--- config.mk ---
export PLATFORM = sky130hd
export DESIGN_NAME = merge_bridge
export DESIGN_NICKNAME = d
export VERILOG_FILES = /design/src/rtl/mbr_pkg.sv /design/src/rtl/mbr_fifo.sv /design/src/rtl/mbr_scan.sv /design/src/rtl/mbr_ctrl.sv /design/src/rtl/merge_bridge.sv
export SDC_FILE = /design/constraint.sdc
export NUM_CORES = 1
export LEC_CHECK = 0
export BUFFER_PORTS_ARGS = -buffer_cell sky130_fd_sc_hd__buf_4
export CELL_PAD_IN_SITES_DETAIL_PLACEMENT = 1
export CELL_PAD_IN_SITES_GLOBAL_PLACEMENT = 1
export CORE_UTILIZATION = 40
export CTS_BUF_LIST = sky130_fd_sc_hd__clkbuf_8
export DETAILED_ROUTE_END_ITERATION = 7
export PLACE_DENSITY_LB_ADDON = 0.1
export SLEW_MARGIN = 0
export SYNTH_ARGS = -nofsm -noshare
export SYNTH_HDL_FRONTEND = slang
export SYNTH_SLANG_ARGS = --single-unit
--- constraint.sdc ---
create_clock -name clk -period 8.85 [get_ports clk]
set_input_delay 2.655 -clock clk [delete_from_list [all_inputs] [get_ports clk]]
set_output_delay 2.655 -clock clk [all_outputs]
set_load 0.005 [all_outputs]
--- src/rtl/mbr_pkg.sv ---
package mbr_pkg;
  typedef enum logic [1:0] {
    ST_IDLE  = 2'd0,
    ST_ISSUE = 2'd1,
    ST_WAIT  = 2'd2,
    ST_RESP  = 2'd3
  } mbr_state_e;
endpackage

--- src/rtl/mbr_fifo.sv ---
module mbr_fifo #(
  parameter int ADDR_W = 6,
  parameter int DATA_W = 16,
  parameter int ID_W   = 3,
  parameter int QDEPTH = 4,
  localparam int PW    = $clog2(QDEPTH),
  localparam int CW    = $clog2(QDEPTH + 1)
) (
  input  logic                           clk,
  input  logic                           rst_n,
  input  logic                           push,
  input  logic                           push_wr,
  input  logic [ADDR_W-1:0]              push_addr,
  input  logic [DATA_W-1:0]              push_data,
  input  logic [ID_W-1:0]                push_id,
  input  logic [CW-1:0]                  pop_n,
  output logic                           full,
  output logic [CW-1:0]                  count,
  output logic [QDEPTH-1:0]              win_wr,
  output logic [QDEPTH-1:0][ADDR_W-1:0]  win_addr,
  output logic [QDEPTH-1:0][DATA_W-1:0]  win_data,
  output logic [QDEPTH-1:0][ID_W-1:0]    win_id
);
  logic              mem_wr   [QDEPTH];
  logic [ADDR_W-1:0] mem_addr [QDEPTH];
  logic [DATA_W-1:0] mem_data [QDEPTH];
  logic [ID_W-1:0]   mem_id   [QDEPTH];
  logic [PW-1:0]     rd_ptr, wr_ptr;

  assign full = (count == CW'(QDEPTH));

  always_ff @(posedge clk or negedge rst_n) begin
    if (!rst_n) begin
      rd_ptr <= '0;
      wr_ptr <= '0;
      count  <= '0;
    end else begin
      if (push) wr_ptr <= wr_ptr + PW'(1);
      rd_ptr <= rd_ptr + pop_n[PW-1:0];
      count  <= count + CW'(push) - pop_n;
    end
  end

  always_ff @(posedge clk) begin
    if (push) begin
      mem_wr[wr_ptr]   <= push_wr;
      mem_addr[wr_ptr] <= push_addr;
      mem_data[wr_ptr] <= push_data;
      mem_id[wr_ptr]   <= push_id;
    end
  end

  // Window of entries in queue order, offset 0 being the oldest
  for (genvar k = 0; k < QDEPTH; k++) begin : g_win
    logic [PW-1:0] slot;
    assign slot        = rd_ptr + PW'(k);
    assign win_wr[k]   = mem_wr[slot];
    assign win_addr[k] = mem_addr[slot];
    assign win_data[k] = mem_data[slot];
    assign win_id[k]   = mem_id[slot];
  end

  AST_NO_OVERFLOW: assert property (@(posedge clk) disable iff (!rst_n)
    count <= CW'(QDEPTH));
  AST_POP_BOUND: assert property (@(posedge clk) disable iff (!rst_n)
    pop_n <= count);
endmodule

--- src/rtl/mbr_scan.sv ---
module mbr_scan #(
  parameter int ADDR_W = 6,
  parameter int DATA_W = 16,
  parameter int QDEPTH = 4,
  localparam int CW    = $clog2(QDEPTH + 1)
) (
  input  logic [CW-1:0]                  count,
  input  logic [QDEPTH-1:0]              win_wr,
  input  logic [QDEPTH-1:0][ADDR_W-1:0]  win_addr,
  input  logic [QDEPTH-1:0][DATA_W-1:0]  win_data,
  output logic [CW-1:0]                  run_len,
  output logic [DATA_W-1:0]              last_data
);
  // Length of the same-kind, same-address run starting at the head
  always_comb begin
    logic alive;
    alive     = (count != '0);
    run_len   = alive ? CW'(1) : '0;
    last_data = win_data[0];
    for (int k = 1; k < QDEPTH; k++) begin
      alive = alive && (CW'(k) < count)
                    && (win_wr[k] == win_wr[0])
                    && (win_addr[k] == win_addr[0]);
      if (alive) begin
        run_len   = CW'(k + 1);
        last_data = win_data[k];
      end
    end
  end
endmodule

--- src/rtl/mbr_ctrl.sv ---
module mbr_ctrl
  import mbr_pkg::*;
#(
  parameter int ADDR_W = 6,
  parameter int DATA_W = 16,
  parameter int ID_W   = 3,
  parameter int QDEPTH = 4,
  localparam int PW    = $clog2(QDEPTH),
  localparam int CW    = $clog2(QDEPTH + 1)
) (
  input  logic                         clk,
  input  logic                         rst_n,
  input  logic [CW-1:0]                count,
  input  logic [CW-1:0]                run_len,
  input  logic [DATA_W-1:0]            last_data,
  input  logic                         head_wr,
  input  logic [ADDR_W-1:0]            head_addr,
  input  logic [QDEPTH-1:0][ID_W-1:0]  win_id,
  output logic [CW-1:0]                pop_n,
  output logic                         io_valid,
  input  logic                         io_ready,
  output logic                         io_write,
  output logic [ADDR_W-1:0]            io_addr,
  output logic [DATA_W-1:0]            io_data,
  output logic                         io_own,
  input  logic                         io_rsp_valid,
  input  logic [DATA_W-1:0]            io_rsp_data,
  output logic                         rsp_valid,
  input  logic                         rsp_ready,
  output logic [ID_W-1:0]              rsp_id,
  output logic [DATA_W-1:0]            rsp_data
);
  mbr_state_e        state;
  logic [CW-1:0]     len_q;
  logic              wr_q;
  logic [ADDR_W-1:0] addr_q;
  logic [DATA_W-1:0] data_q;
  logic [PW-1:0]     idx_q;
  logic              last_rsp;

  assign last_rsp = (CW'(idx_q) + CW'(1) == len_q);

  always_ff @(posedge clk or negedge rst_n) begin
    if (!rst_n) begin
      state  <= ST_IDLE;
      len_q  <= '0;
      wr_q   <= 1'b0;
      addr_q <= '0;
      data_q <= '0;
      idx_q  <= '0;
    end else begin
      case (state)
        ST_IDLE: if (count != '0) begin
          len_q  <= run_len;
          wr_q   <= head_wr;
          addr_q <= head_addr;
          data_q <= head_wr ? last_data : '0;
          state  <= ST_ISSUE;
        end
        ST_ISSUE: if (io_ready) state <= wr_q ? ST_IDLE : ST_WAIT;
        ST_WAIT: if (io_rsp_valid) begin
          data_q <= io_rsp_data;
          idx_q  <= '0;
          state  <= ST_RESP;
        end
        ST_RESP: if (rsp_ready) begin
          if (last_rsp) state <= ST_IDLE;
          else          idx_q <= idx_q + PW'(1);
        end
        default: state <= ST_IDLE;
      endcase
    end
  end

  always_comb begin
    pop_n = '0;
    if (state == ST_ISSUE && io_ready && wr_q)        pop_n = len_q;
    if (state == ST_RESP && rsp_ready && last_rsp)    pop_n = len_q;
  end

  assign io_valid  = (state == ST_ISSUE);
  assign io_write  = wr_q;
  assign io_addr   = addr_q;
  assign io_data   = data_q;
  assign io_own    = (state == ST_ISSUE) || (state == ST_WAIT);
  assign rsp_valid = (state == ST_RESP);
  assign rsp_id    = win_id[idx_q];
  assign rsp_data  = data_q;

  AST_IO_HOLD: assert property (@(posedge clk) disable iff (!rst_n)
    io_valid && !io_ready |=> io_valid && $stable(io_addr) && $stable(io_write) && $stable(io_data));
  AST_RSP_HOLD: assert property (@(posedge clk) disable iff (!rst_n)
    rsp_valid && !rsp_ready |=> rsp_valid && $stable(rsp_id) && $stable(rsp_data));
  AST_READ_BLOCKS: assert property (@(posedge clk) disable iff (!rst_n)
    io_valid && io_ready && !io_write |=> !io_valid && io_own);
  AST_WAIT_HOLDS: assert property (@(posedge clk) disable iff (!rst_n)
    io_own && !io_valid && !io_rsp_valid |=> io_own && !io_valid);
  AST_WRITE_FREES: assert property (@(posedge clk) disable iff (!rst_n)
    io_valid && io_ready && io_write |=> !io_own && !rsp_valid);
  AST_RSP_AFTER_BUS: assert property (@(posedge clk) disable iff (!rst_n)
    rsp_valid |-> !io_own);
endmodule

--- src/rtl/merge_bridge.sv ---
module merge_bridge #(
  parameter int ADDR_W = 6,
  parameter int DATA_W = 16,
  parameter int ID_W   = 3,
  parameter int QDEPTH = 4
) (
  input  logic              clk,
  input  logic              rst_n,
  input  logic              req_valid,
  output logic              req_ready,
  input  logic              req_write,
  input  logic [ADDR_W-1:0] req_addr,
  input  logic [DATA_W-1:0] req_data,
  input  logic [ID_W-1:0]   req_id,
  output logic              io_valid,
  input  logic              io_ready,
  output logic              io_write,
  output logic [ADDR_W-1:0] io_addr,
  output logic [DATA_W-1:0] io_data,
  output logic              io_own,
  input  logic              io_rsp_valid,
  input  logic [DATA_W-1:0] io_rsp_data,
  output logic              rsp_valid,
  input  logic              rsp_ready,
  output logic [ID_W-1:0]   rsp_id,
  output logic [DATA_W-1:0] rsp_data
);
  localparam int CW = $clog2(QDEPTH + 1);

  logic                          full, push;
  logic [CW-1:0]                 count, pop_n, run_len;
  logic [DATA_W-1:0]             last_data;
  logic [QDEPTH-1:0]             win_wr;
  logic [QDEPTH-1:0][ADDR_W-1:0] win_addr;
  logic [QDEPTH-1:0][DATA_W-1:0] win_data;
  logic [QDEPTH-1:0][ID_W-1:0]   win_id;

  assign req_ready = !full;
  assign push      = req_valid && !full;

  mbr_fifo #(.ADDR_W(ADDR_W), .DATA_W(DATA_W), .ID_W(ID_W), .QDEPTH(QDEPTH)) u_fifo (
    .clk(clk), .rst_n(rst_n), .push(push), .push_wr(req_write), .push_addr(req_addr),
    .push_data(req_data), .push_id(req_id), .pop_n(pop_n), .full(full), .count(count),
    .win_wr(win_wr), .win_addr(win_addr), .win_data(win_data), .win_id(win_id)
  );

  mbr_scan #(.ADDR_W(ADDR_W), .DATA_W(DATA_W), .QDEPTH(QDEPTH)) u_scan (
    .count(count), .win_wr(win_wr), .win_addr(win_addr), .win_data(win_data),
    .run_len(run_len), .last_data(last_data)
  );

  mbr_ctrl #(.ADDR_W(ADDR_W), .DATA_W(DATA_W), .ID_W(ID_W), .QDEPTH(QDEPTH)) u_ctrl (
    .clk(clk), .rst_n(rst_n), .count(count), .run_len(run_len), .last_data(last_data),
    .head_wr(win_wr[0]), .head_addr(win_addr[0]), .win_id(win_id), .pop_n(pop_n),
    .io_valid(io_valid), .io_ready(io_ready), .io_write(io_write), .io_addr(io_addr),
    .io_data(io_data), .io_own(io_own), .io_rsp_valid(io_rsp_valid),
    .io_rsp_data(io_rsp_data), .rsp_valid(rsp_valid), .rsp_ready(rsp_ready),
    .rsp_id(rsp_id), .rsp_data(rsp_data)
  );

  AST_FULL_STALLS: assert property (@(posedge clk) disable iff (!rst_n)
    !req_ready && pop_n == '0 |=> !req_ready);
endmodule

==> results of run 1 <==
## per-stage QoR
stage	utilization, %	cell area, um^2
global route	46.69	9539
finish	46.69	9539
global placement	44.81	9154
detailed placement	44.81	9154
CTS	46.69	9539
floorplan	-	8421
## report_power, final
group | internal [W] | leakage, nW | switching [W]
clock network | 0.000231 | 0.187 | 0.000286
registers | 0.000899 | 1.41 | 0.000216
logic | 0.000706 | 2.20 | 0.000838
## final timing paths
kind	from	end	slack [ps]	cells past startpoint
min in group asynchronous	rst_n	u_ctrl.io_addr[3]$_DFFE_PN0P_	2190	1
hold / removal	u_ctrl.io_addr[3]$_DFFE_PN0P_	u_ctrl.io_addr[3]$_DFFE_PN0P_	520	1
setup reg to reg	u_fifo.rd_ptr[0]$_DFF_PN0_	u_ctrl.io_data[14]$_DFFE_PN0P_	3760	10
max in group asynchronous	rst_n	u_fifo.rd_ptr[1]$_DFF_PN0_	6200	1
setup / recovery	u_fifo.rd_ptr[1]$_DFF_PN0_	rsp_id[1]	3030	6
hold reg to reg	u_ctrl.io_addr[3]$_DFFE_PN0P_	u_ctrl.io_addr[3]$_DFFE_PN0P_	520	1
## state kept, by name, summed over array words and instances, names as in the netlist, named ones only
name             flops
u_fifo.mem_data     64
u_fifo.mem_addr     24
u_ctrl.io_data      16
u_fifo.mem_id       12
u_ctrl.io_addr       6
u_fifo.mem_wr        4
u_ctrl.len_q         3
u_fifo.count         3
u_ctrl.idx_q         2
u_fifo.rd_ptr        2
u_fifo.wr_ptr        2
u_ctrl.io_write      1
u_ctrl.state         1
## Yosys cell counts (4+ instances only)
library cell,count
sky130_fd_sc_hd__a2111oi_0,8
sky130_fd_sc_hd__a211o_1,5
sky130_fd_sc_hd__a211oi_1,15
sky130_fd_sc_hd__a21oi_1,49
sky130_fd_sc_hd__and3_1,20
sky130_fd_sc_hd__buf_1,5
sky130_fd_sc_hd__buf_2,23
sky130_fd_sc_hd__buf_4,18
sky130_fd_sc_hd__clkbuf_1,22
sky130_fd_sc_hd__dfrtp_1,37
sky130_fd_sc_hd__edfxtp_1,104
sky130_fd_sc_hd__ha_1,14
sky130_fd_sc_hd__inv_1,26
sky130_fd_sc_hd__mux2_2,37
sky130_fd_sc_hd__mux2i_1,53
sky130_fd_sc_hd__mux4_2,20
sky130_fd_sc_hd__nand2_1,46
sky130_fd_sc_hd__nand2b_1,9
sky130_fd_sc_hd__nand3_1,7
sky130_fd_sc_hd__nor2_1,31
sky130_fd_sc_hd__nor2b_1,6
sky130_fd_sc_hd__nor3_1,12
sky130_fd_sc_hd__nor4_1,7
sky130_fd_sc_hd__o2111ai_1,4
sky130_fd_sc_hd__o211ai_1,4
sky130_fd_sc_hd__o21ai_0,16
sky130_fd_sc_hd__o221ai_1,5
sky130_fd_sc_hd__o221ai_2,10
sky130_fd_sc_hd__o22ai_1,8
sky130_fd_sc_hd__or3_1,12
sky130_fd_sc_hd__xnor2_1,22
sky130_fd_sc_hd__xor2_1,25
## per-layer routing
metal	share of wire [%]	vias to the layer above	track usage (%)
met2	48	159	37.52
met4	1.3	0	6.186
met1	47	3096	31.56
met5	0	-	0
met3	4.3	25	3.727
li1	-	2802	-
## critical path, delay by kind of cell (launching register included)
family / cells / cell delay (ps)
AO/OA/AOI/OAI: 2 / 410
flip-flops: 1 / 870
buffers and inverters: 1 / 130
XOR/XNOR: 1 / 780
multiplexers: 1 / 430
AND/OR/NAND/NOR: 1 / 60
## area by class of cell
class / instances / area (um^2) / share of cell area, %
Multi-Input combinational cell: 482 / 3908 / 40.96
Tap cell: 270 / 337.8 / 3.541
Clock inverter: 15 / 151.4 / 1.587
Inverter: 27 / 101.3 / 1.062
Sequential cell: 141 / 4056 / 42.52
Timing Repair Buffer: 100 / 750.7 / 7.870
Clock buffer: 17 / 234.0 / 2.453
## cell families after synthesis
group | synth area share [%]
flip-flops | 48.08
buffers and inverters | 5.572
adder cells (fa/ha/maj) | 2.318
XOR/XNOR | 4.889
multiplexers | 16.60
AO/OA/AOI/OAI | 12.36
AND/OR/NAND/NOR | 10.18
==> results.txt, run 1 <==
The final antenna-violating net count is 0. The number of synthesis warnings is 0. In the synthesized netlist the dominant register cell turns out to be sky130_fd_sc_hd__edfxtp_1. For the finished layout, the period the worst path requires is slightly below 6000 ps.

The worst path uses between 60% and 70% of the clock period. The worst path required time came out at around 6200 ps. The top fanout value on the critical path came out at 44. STA classifies the critical path startpoint as a register. The final-report max-slew violation count came out at 0.

Among all stages on the critical path, the largest delay is contributed by sky130_fd_sc_hd__dfrtp_4. Setup violations remaining at the end of the flow were counted as 0. Once routing completed, OpenROAD measured the worst setup slack at around 3000 ps. At the end of routability-driven placement, the weighted congestion stood at roughly 0.83.

Setup repair after global routing left no endpoint under its margin. The starting density of the core came out at 41.22%. After layout, the design draws a total of 0.003176 W. The type of the setup path with the least slack is reg -> out. The total global-route track usage is 22.94%. The via count of the first global-routing pass came out at roughly 6300. The final hold violation count was 0. The hold buffer count at CTS is 0. The chip width came out at 147.1 um.

The clock latency of the later-clocked register in the worst-skew pair is about 470 ps. The register area share after synthesis is about half. Counting flops with an async set or reset pin after synthesis yields a share of 26.24%.

The overall die height came out at 147.1 um. The number of max-cap violations came out at 0. The static leakage power is 3.796 nW. The leading cell type in the layout, fill and taps excluded is sky130_fd_sc_hd__edfxtp_1. The minimum hold slack came out at about 520 ps. Leaving out fill and tap cells, the most frequent cells in the layout are 104 x sky130_fd_sc_hd__edfxtp_1, 100 x sky130_fd_sc_hd__buf_4, 53 x sky130_fd_sc_hd__mux2i_1, 49 x sky130_fd_sc_hd__a21oi_1, 46 x sky130_fd_sc_hd__nand2_1.

Entering global routing, the biggest net connects 68 pins. Averaged over all synthesized cells, the footprint is 11.70 um^2. The finished layout holds between 1000 and 1500 standard cells, fillers aside. The wire length per cell after detailed routing came out at between 20 and 25 um.

STA classifies the critical path endpoint as an output port. The synthesized design contains 104 enable-type register cells. The run finished with clean final reports. The clock-pin slew on the worst setup and hold paths is around 100 ps. The detailed placer's ending HPWL is between 15 and 20 mm. The area added between synthesis and finish is 13.28%.

The remaining global-route overflow is 0. The area of the core is about 20000 um^2. The initial antenna violation count is 0. The fraction of final layout cells with drive strength greater than 1 is between 20% and 30%. Ranked by total cell area, the synthesized netlist is headed by sky130_fd_sc_hd__edfxtp_1 37%, sky130_fd_sc_hd__dfrtp_1 11%, sky130_fd_sc_hd__mux2i_1 6.3%.

After synthesis, the largest area contributor takes up 37.09% of total cell area. Across the VDD grid, the largest voltage drop is 0.0001588 V. Detailed routing inserted a total of 6082 vias. Traced cell by cell, the critical path runs through xor2_1, mux2_2, a21oi_1, nor2_1, a211o_1, buf_4. The detail-routed via count per cell came out at just under 6. The first global-routing pass estimated 37.07 mm of wire. The TritonCTS buffer count is 17. The cell count after synthesis came out at 720. The relative slew slack came out at a little under two fifths.

The library cell occupying the most area in the post-synthesis netlist is sky130_fd_sc_hd__edfxtp_1. The post-layout net count came out at 832. The initial DRC count came out at 358. The fill cell instance count of the final layout came out at 2178. The post-placement cell count came out at 1020. TritonCTS built the clock tree. The number of distinct library cells after synthesis came out at 64. The die covers 21640 um^2. The number of clock sinks is 141. During placement, the flow inserted port buffers numbering 93. For this block, the routed nets add up to approximately 24 mm of wire. The number of standard-cell rows in the floorplan came out at 52. The delay of the slowest cell on the worst path is roughly 870 ps. The first-pass iteration count of the detailed router came out at 5.

Before CTS, the worst setup slack after placement is 3507 ps. The achievable frequency is 171.9 MHz. The aggregate negative setup slack came out at 0 ps. The largest buffer count on any clock path came out at 2. The actual transition at the worst max-transition pin came out at 940.5 ps. The worst endpoint data arrival time came out at 3160 ps. The worst hold path belongs to the class reg -> reg. The power per unit of standard cell area came out at 333.0 nW/um^2. The post-CTS setup buffer count came out at 0. 0 antenna diodes ended up in the layout.

The number of levels in the clock H-tree is 4. The master cell of the clock root buffer is sky130_fd_sc_hd__clkbuf_8. The number of gates resized after cts came out at 0. The post-synthesis register bit count is 141. The remaining design rule violation count is 0. The net count after synthesis came out at ~780. The top-level I/O count is 94.

In this run the cell area of the synthesized design comes to 8421 um^2. The worst clock skew on the final layout came out at 19.95 ps.
Note: power is estimated with default switching activity, not from simulation.
==> run 2: changes to the inputs <==
==> constraint.sdc (replaced) <==
create_clock -name clk -period 5.6 [get_ports clk]
set_input_delay 1.68 -clock clk [delete_from_list [all_inputs] [get_ports clk]]
set_output_delay 1.68 -clock clk [all_outputs]
set_load 0.005 [all_outputs]
==> run 2 against run 1 <==
  * Cell count stayed put
  * Hold slack improved by 2.9 ps
  * Total power rose by 60%
  * Clock skew fell by 1.0 ps
  * Sequential share of layout area decreased by 0.095 points
  * Final area increased by 0.22%
  * Die area stayed put
  * Critical endpoint is now rsp_id[2]
  * Register-to-register slack lost 2300 ps
  * Wire length up 1.9%
  * Clock-buffer cell count stayed put
  * First-iteration DRC count grew 6.4%
==> results.txt, run 2 (same netlist as run 1, synthesis figures left out) <==
The run finished with clean final reports. The delay of the slowest cell on the worst path is 790 ps. The area enclosed by the die boundary came out at 21640 um^2. After clock tree synthesis, the clock-pin slew on the worst setup and hold paths is 90 ps. The count of buffers added on input and output ports is 93. Dividing total power by cell area gives a power density of 531.8 nW/um^2. The register with the most flip-flops in the layout has 64 of them. The capturing element type of the critical path is an output port. The total setup violations reported at the end of the flow came out at 0. In the routed design, unresolved DRC markers number 0. The top fanout value on the critical path came out at 42. Headroom to the max-slew limit came out at 36.92%.

The worst setup path is launched from a register. The endpoint identified for the worst register-to-register timing path is u_ctrl.io_data[0]$_DFFE_PN0P_. The first-pass iteration count of the detailed router is 4.

The post-layout net count came out at 832. The top cell types in the final layout, fill and taps aside, are 104 x sky130_fd_sc_hd__edfxtp_1, 100 x sky130_fd_sc_hd__buf_4, 53 x sky130_fd_sc_hd__mux2i_1, 49 x sky130_fd_sc_hd__a21oi_1, 46 x sky130_fd_sc_hd__nand2_1. The remaining global-route overflow came out at 0.

The wire length per cell after detailed routing came out at 22.96 um. The leading cell type in the layout, fill and taps excluded is sky130_fd_sc_hd__edfxtp_1. Clock tree synthesis inserted a total of 17 buffers. The static leakage power is around 3.8 nW. The post-layout minimum cycle time came out at 4690 ps. The final hold violation count was 0. Counting flops per register, the top entry is u_fifo.mem_data. In this run, post-CTS hold repair placed 0 buffers. The final antenna-violating net count is 0.

The initial antenna violation count was 0. The first-pass GRT wire length came out at 37.72 mm. Walking the worst path, the cells encountered are xor2_1, mux2_2, a21oi_1, nor2_1, a211o_1, buf_4. The via count of the first global-routing pass is 6466. For this configuration, the core starts out at a cell density of 41.22%. The reg2reg setup slack came out at around 1500 ps.

The number of levels in the clock H-tree is 4. The number of gates resized after cts is 0. The aggregate negative setup slack is 0 ps. The final design instance area without fill came out at 9560 um^2.

Of the cells placed in the final design, the portion with a size suffix greater than 1 is approximately 28%. The critical hold path startpoint is u_ctrl.io_addr[5]$_DFFE_PN0P_. The placed cell area is 9154 um^2.

Counting every sink on the clock net gives around 140. The number of cells on the worst reg-to-reg path is 9. After detailed placement, the design holds a cell count of 1020. The largest buffer count on any clock path is 2.

The achievable frequency came out at ~210 MHz. The floorplan has 52 rows. CTS placed an instance of sky130_fd_sc_hd__clkbuf_8 at the clock tree root. The worst endpoint data arrival time came out at 3010 ps. The peak supply drop is 0.0002371 V. The top-level I/O count came out at 94. For this design, the slowest cell found on the critical path is sky130_fd_sc_hd__dfrtp_4. TritonCTS built the clock tree. The number of non-filler instances in the completed layout is 1052. In the finished design, the share of the clock period the worst path needs comes to 83.75%. The routability congestion estimate came out at ~0.82. The reg-to-reg startpoint is u_fifo.rd_ptr[0]$_DFF_PN0_. The fill cell instance count of the final layout came out at 2186.

The area of the core is 20430 um^2. The detailed placer's ending HPWL is about 16 mm. The destination of the worst hold path is u_ctrl.io_addr[5]$_DFFE_PN0P_.

Total power for the finished layout comes to 0.005084 W. Setup repair after global routing left no endpoint under its margin. The worst path required time came out at 3920 ps.

The number of diodes came out at 0. The min-delay analysis places its worst path in the category reg -> reg. The type of the setup path with the least slack is reg -> out. The final route contains 6154 vias. The detail-routed via count per cell is 5.850. The maximum number of pins on one net before global-route repair came out at 63.

The worst clock skew on the final layout is roughly 19 ps. The cell count of the worst hold path came out at 1. The number of max-cap violations came out at 0. The total wire length after detailed routing is 24.15 mm.

The post-CTS setup buffer count is 0. Global routing used around a quarter of the available tracks across all layers. The clock latency of the later-clocked register in the worst-skew pair is 470 ps. The chip width is 147.1 um. The initial DRC count is approximately 380. The area added between synthesis and finish came out at 13.54%. The final-report max-slew violation count came out at 0. At the pin with the least slew margin, the transition time is approximately 950 ps.

The floorplan step set the die height to 147.1 um.
-- run 2: cell count changes in the layout (fill, tap and decap cells not counted), sizes merged --
cell      delta
bufinv       +1
clkinv       -1
clkinvlp     -1
inv          +1
-- run 2: worst max path at each step --
stage | start | to | depth (start not counted)
2_1_floorplan | u_fifo.rd_ptr[1]$_DFF_PN0_ | rsp_id[0] | 9
3_3_place_gp | u_fifo.rd_ptr[1]$_DFF_PN0_ | rsp_id[0] | 6
3_5_place_dp | u_fifo.rd_ptr[1]$_DFF_PN0_ | rsp_id[2] | 6
4_1_cts | u_fifo.rd_ptr[1]$_DFF_PN0_ | rsp_id[2] | 6
5_1_grt | u_fifo.rd_ptr[1]$_DFF_PN0_ | rsp_id[2] | 6
6_report | u_fifo.rd_ptr[1]$_DFF_PN0_ | rsp_id[2] | 6
-- run 2: metal layers --
metal  vias to the layer above  GRT usage, %  routed length [um]
met3                        28         3.975                 984
met1                      3151         31.31               11010
met4                         0         6.701                 368
met2                       180         38.61               11790
met5                         -             0                   0
li1                       2795             -                   -
-- run 2: area by class of cell --
type                    count  area, um^2  share of cell area, %
clock inverters            15       172.7                  1.806
well taps                 270       337.8                  3.534
flip-flops and latches    141        4056                  42.43
multi-input cells         482        3908                  40.87
repair buffers            100       750.7                  7.852
clock buffers              17       234.0                  2.447
inverters                  27       101.3                  1.060
-- run 2: worst max-delay path: cells and delay by family (launching register included) --
kind | cells | cell delay (ps)
DFF | 1 | 790
xor gates and xnor gates | 1 | 670
AOI/OAI and AO/OA | 2 | 440
muxes | 1 | 420
buffers and inverters | 1 | 140
and+or+nand+nor | 1 | 60
-- run 2: through the flow --
| step | util (%) | hold WS, ps | worst slack [ps] |
|---|---|---|---|
| 2_1_floorplan | - | 483.6 | 1724 |
| 3_3_place_gp | 44.81 | 492.1 | 1506 |
| 3_5_place_dp | 44.81 | 499.8 | 1377 |
| 4_1_cts | 46.80 | 527.2 | 869.2 |
| 5_1_grt | 46.80 | 541.2 | 685.9 |
| 6_report | 46.80 | 522.4 | 910.1 |
-- run 2: power by group --
group | internal (W) | switching [W] | total (W)
registers | 0.00142 | 0.000351 | 0.00177
clock network | 0.000411 | 0.000460 | 0.000871
logic | 0.00112 | 0.00133 | 0.00244
==> run 3: changes to the inputs <==
==> constraint.sdc (replaced) <==
create_clock -name clk -period 4.1 [get_ports clk]
set_input_delay 1.23 -clock clk [delete_from_list [all_inputs] [get_ports clk]]
set_output_delay 1.23 -clock clk [all_outputs]
set_load 0.005 [all_outputs]
==> run 3 against run 2 <==
  * Sequential power grew 31%
  * Largest power group unchanged
  * Register-to-register slack got worse by 910 ps
  * Wire length shrank 2.0%
  * Die area unchanged
  * Critical endpoint is now rsp_id[0]
  * Largest cell class unchanged
==> results.txt, run 3 (same netlist as run 1, synthesis figures left out) <==
At the end of the flow the core is filled with cells to between 40% and 50%. The minimum hold slack is about 520 ps. The total global-route track usage came out at 22.70%. The final hold violation count came out at 0. Data on the critical path arrives at its endpoint at 2660 ps.

The detail-routed via count per cell came out at between 5 and 6. The slowest stage of the critical path belongs to the cell sky130_fd_sc_hd__dfrtp_4. The leading cell type in the layout, fill and taps excluded is sky130_fd_sc_hd__buf_4. The delay of the slowest cell on the worst path came out at a little over 600 ps. The detailed placer's ending HPWL is 15.87 mm. The power per unit of standard cell area came out at 722.2 nW/um^2. The TritonCTS buffer count came out at 17.

The first-pass iteration count of the detailed router came out at 5. The maximum number of pins on one net before global-route repair came out at between 60 and 70. The number of max-cap violations is 0. The remaining design rule violation count is 0. The worst register-to-register path begins at u_ctrl.idx_q[0]$_DFFE_PN0P_. In this run, post-CTS hold repair placed 0 buffers. The setup slack after placement is 652.0 ps. The first-pass GRT wire length is ~37 mm. The number of levels in the clock H-tree is 4. The area enclosed by the die boundary is 21640 um^2. The number of flip-flops under the largest register name came out at 64. The total vias in the final route came out at 6187. Broken down by cell family, the worst path's largest delay share belongs to flip-flops. The number of standard-cell rows in the floorplan is 52. The die is 147.1 um tall. The worst clock skew on the final layout is 10.30 ps.

The area added between synthesis and finish is 14.35%. The cell count of the worst hold path is 1. The post-CTS setup buffer count is 0.

The number of clock sinks is 141. For the pin with the worst max-slew slack, the measured transition is 872.0 ps. The via count of the first global-routing pass came out at approximately 6600. The worst hold path class is reg -> reg. The clock reaches the later pin of the worst-skew pair after 440 ps. Static timing analysis puts the maximum clock frequency at 256.9 MHz. The post-layout minimum cycle time came out at 3892 ps.

The remaining global-route overflow came out at 0. Setup repair after global routing left no endpoint under its margin. The critical path buffer and inverter count is 2. The critical path is of the reg -> out type. Counting buffers and inverters, the worst setup path is 7 cells deep.

The initial antenna violation count is 0. Leaving out fill and tap cells, the most frequent cells in the layout are 110 x sky130_fd_sc_hd__buf_4, 104 x sky130_fd_sc_hd__edfxtp_1, 53 x sky130_fd_sc_hd__mux2i_1, 49 x sky130_fd_sc_hd__a21oi_1, 46 x sky130_fd_sc_hd__nand2_1. After the first detailed-routing iteration, the DRC count stood at 334. Tracing the worst setup path back leads to its startpoint at u_fifo.rd_ptr[1]$_DFF_PN0_.

Total power for the finished layout comes to 0.006954 W. The cell sitting at the root of the clock tree is a sky130_fd_sc_hd__clkbuf_8. The worst path setup slack after routing came out at 207.8 ps.

The number of diodes is 0. The final period utilization is 94.93%. TritonCTS built the clock tree. The top fanout value on the critical path came out at 24. The aggregate negative setup slack came out at 0 ps. The worst register-to-register path has a depth of 14. The post-layout net count came out at 842. The wire length per cell after detailed routing came out at 22.28 um. The run finished with clean final reports.

Ranked by flip-flop count, first place goes to u_fifo.mem_data. After clock tree synthesis, the repair step resized 0 gates. The chip width came out at 147.1 um.

The fraction of final layout cells with drive strength greater than 1 came out at 27.78%. At the end of routability-driven placement, the weighted congestion stood at 0.8600. The area of the core is approximately 20000 um^2. The type of origin of the critical path is a register.

Setup violations remaining at the end of the flow were counted as 0. After clock tree synthesis, the clock-pin slew on the worst setup and hold paths is 80 ps. Headroom to the max-slew limit came out at a little over two fifths. The cell that appears most often on the critical path is sky130_fd_sc_hd__buf_4.

In this run the count of I/O pins placed on the die edge is 94. The static leakage power came out at ~3.9 nW. In this run the deepest clock path goes through 2 buffers. The worst path required time is ~2900 ps.

Input and output buffers added on the ports amount to 93. The final antenna-violating net count is 0. The capturing element type of the critical path is an output port. The final-report max-slew violation count is 0. The peak supply drop came out at 0.0003407 V. In this run the most critical hold path is launched from u_ctrl.io_addr[3]$_DFFE_PN0P_.

The final layout contains routed wiring with a total length of 23.66 mm. Walking the worst path, the cells encountered are xor2_1, buf_4, mux2_2, a21oi_1, nor2_1, a211o_1, buf_4. The starting density of the core is approximately two fifths.
run 3: cell types whose count changed in the layout (fill, tap and decap cells not counted):
cell and change:
sky130_fd_sc_hd__bufinv_16 +1, sky130_fd_sc_hd__inv_8 -2, sky130_fd_sc_hd__inv_6 -4, sky130_fd_sc_hd__buf_4 +10
sky130_fd_sc_hd__inv_1 +2, sky130_fd_sc_hd__and3_2 -4, sky130_fd_sc_hd__clkinvlp_4 +2, sky130_fd_sc_hd__and3_1 +4
sky130_fd_sc_hd__clkinv_1 +1
run 3: layer usage:
| metal | GRT usage, % | up-vias | part of all wire (%) |
|---|---|---|---|
| li1 | - | 2817 | - |
| met1 | 30.60 | 3181 | 45 |
| met2 | 37.95 | 163 | 49 |
| met3 | 3.447 | 26 | 3.9 |
| met4 | 6.289 | 0 | 1.4 |
| met5 | 0 | - | 0 |
run 3: final cells by class:
class                      count  area, um^2
clock buffer                  17       234.0
clock inverter                15       171.4
fill                        2184       10800
inverter                      27       101.3
multi-input combinational    482        3902
sequential                   141        4056
tap                          270       337.8
timing repair buffer         110       825.8
run 3: worst register-to-register path, delay by kind of cell (launching register included):
kind                     cells  cell delay (ps)
buffers and inverters        2              110
flip-flops                   1              690
adder cells (fa/ha/maj)      4             1100
AND/OR/NAND/NOR              4              880
XOR/XNOR                     4              680
run 3: path summary, 6_finish.rpt:
kind	to	slack [ps]
max	rsp_id[0]	210
min	u_ctrl.io_addr[3]$_DFFE_PN0P_	520
max reg2reg	u_fifo.count[2]$_DFF_PN0_	560
min reg2reg	u_ctrl.io_addr[3]$_DFFE_PN0P_	520
max in group asynchronous	u_fifo.rd_ptr[0]$_DFF_PN0_	2850
min in group asynchronous	u_ctrl.state[0]$_DFFE_PN0P_	800
run 3: through the flow:
step	std cells	instance area, um^2
2_1_floorplan	720	8421
3_3_place_gp	1030	9224
3_5_place_dp	1030	9224
4_1_cts	1062	9629
5_1_grt	1062	9629
6_report	1062	9629
run 3: power breakdown:
part           switching [W]  total [W]  internal, W
registers           0.000377    0.00232      0.00194
clock network       0.000565    0.00116     0.000600
logic                0.00191    0.00347      0.00156
total                0.00285    0.00695      0.00410
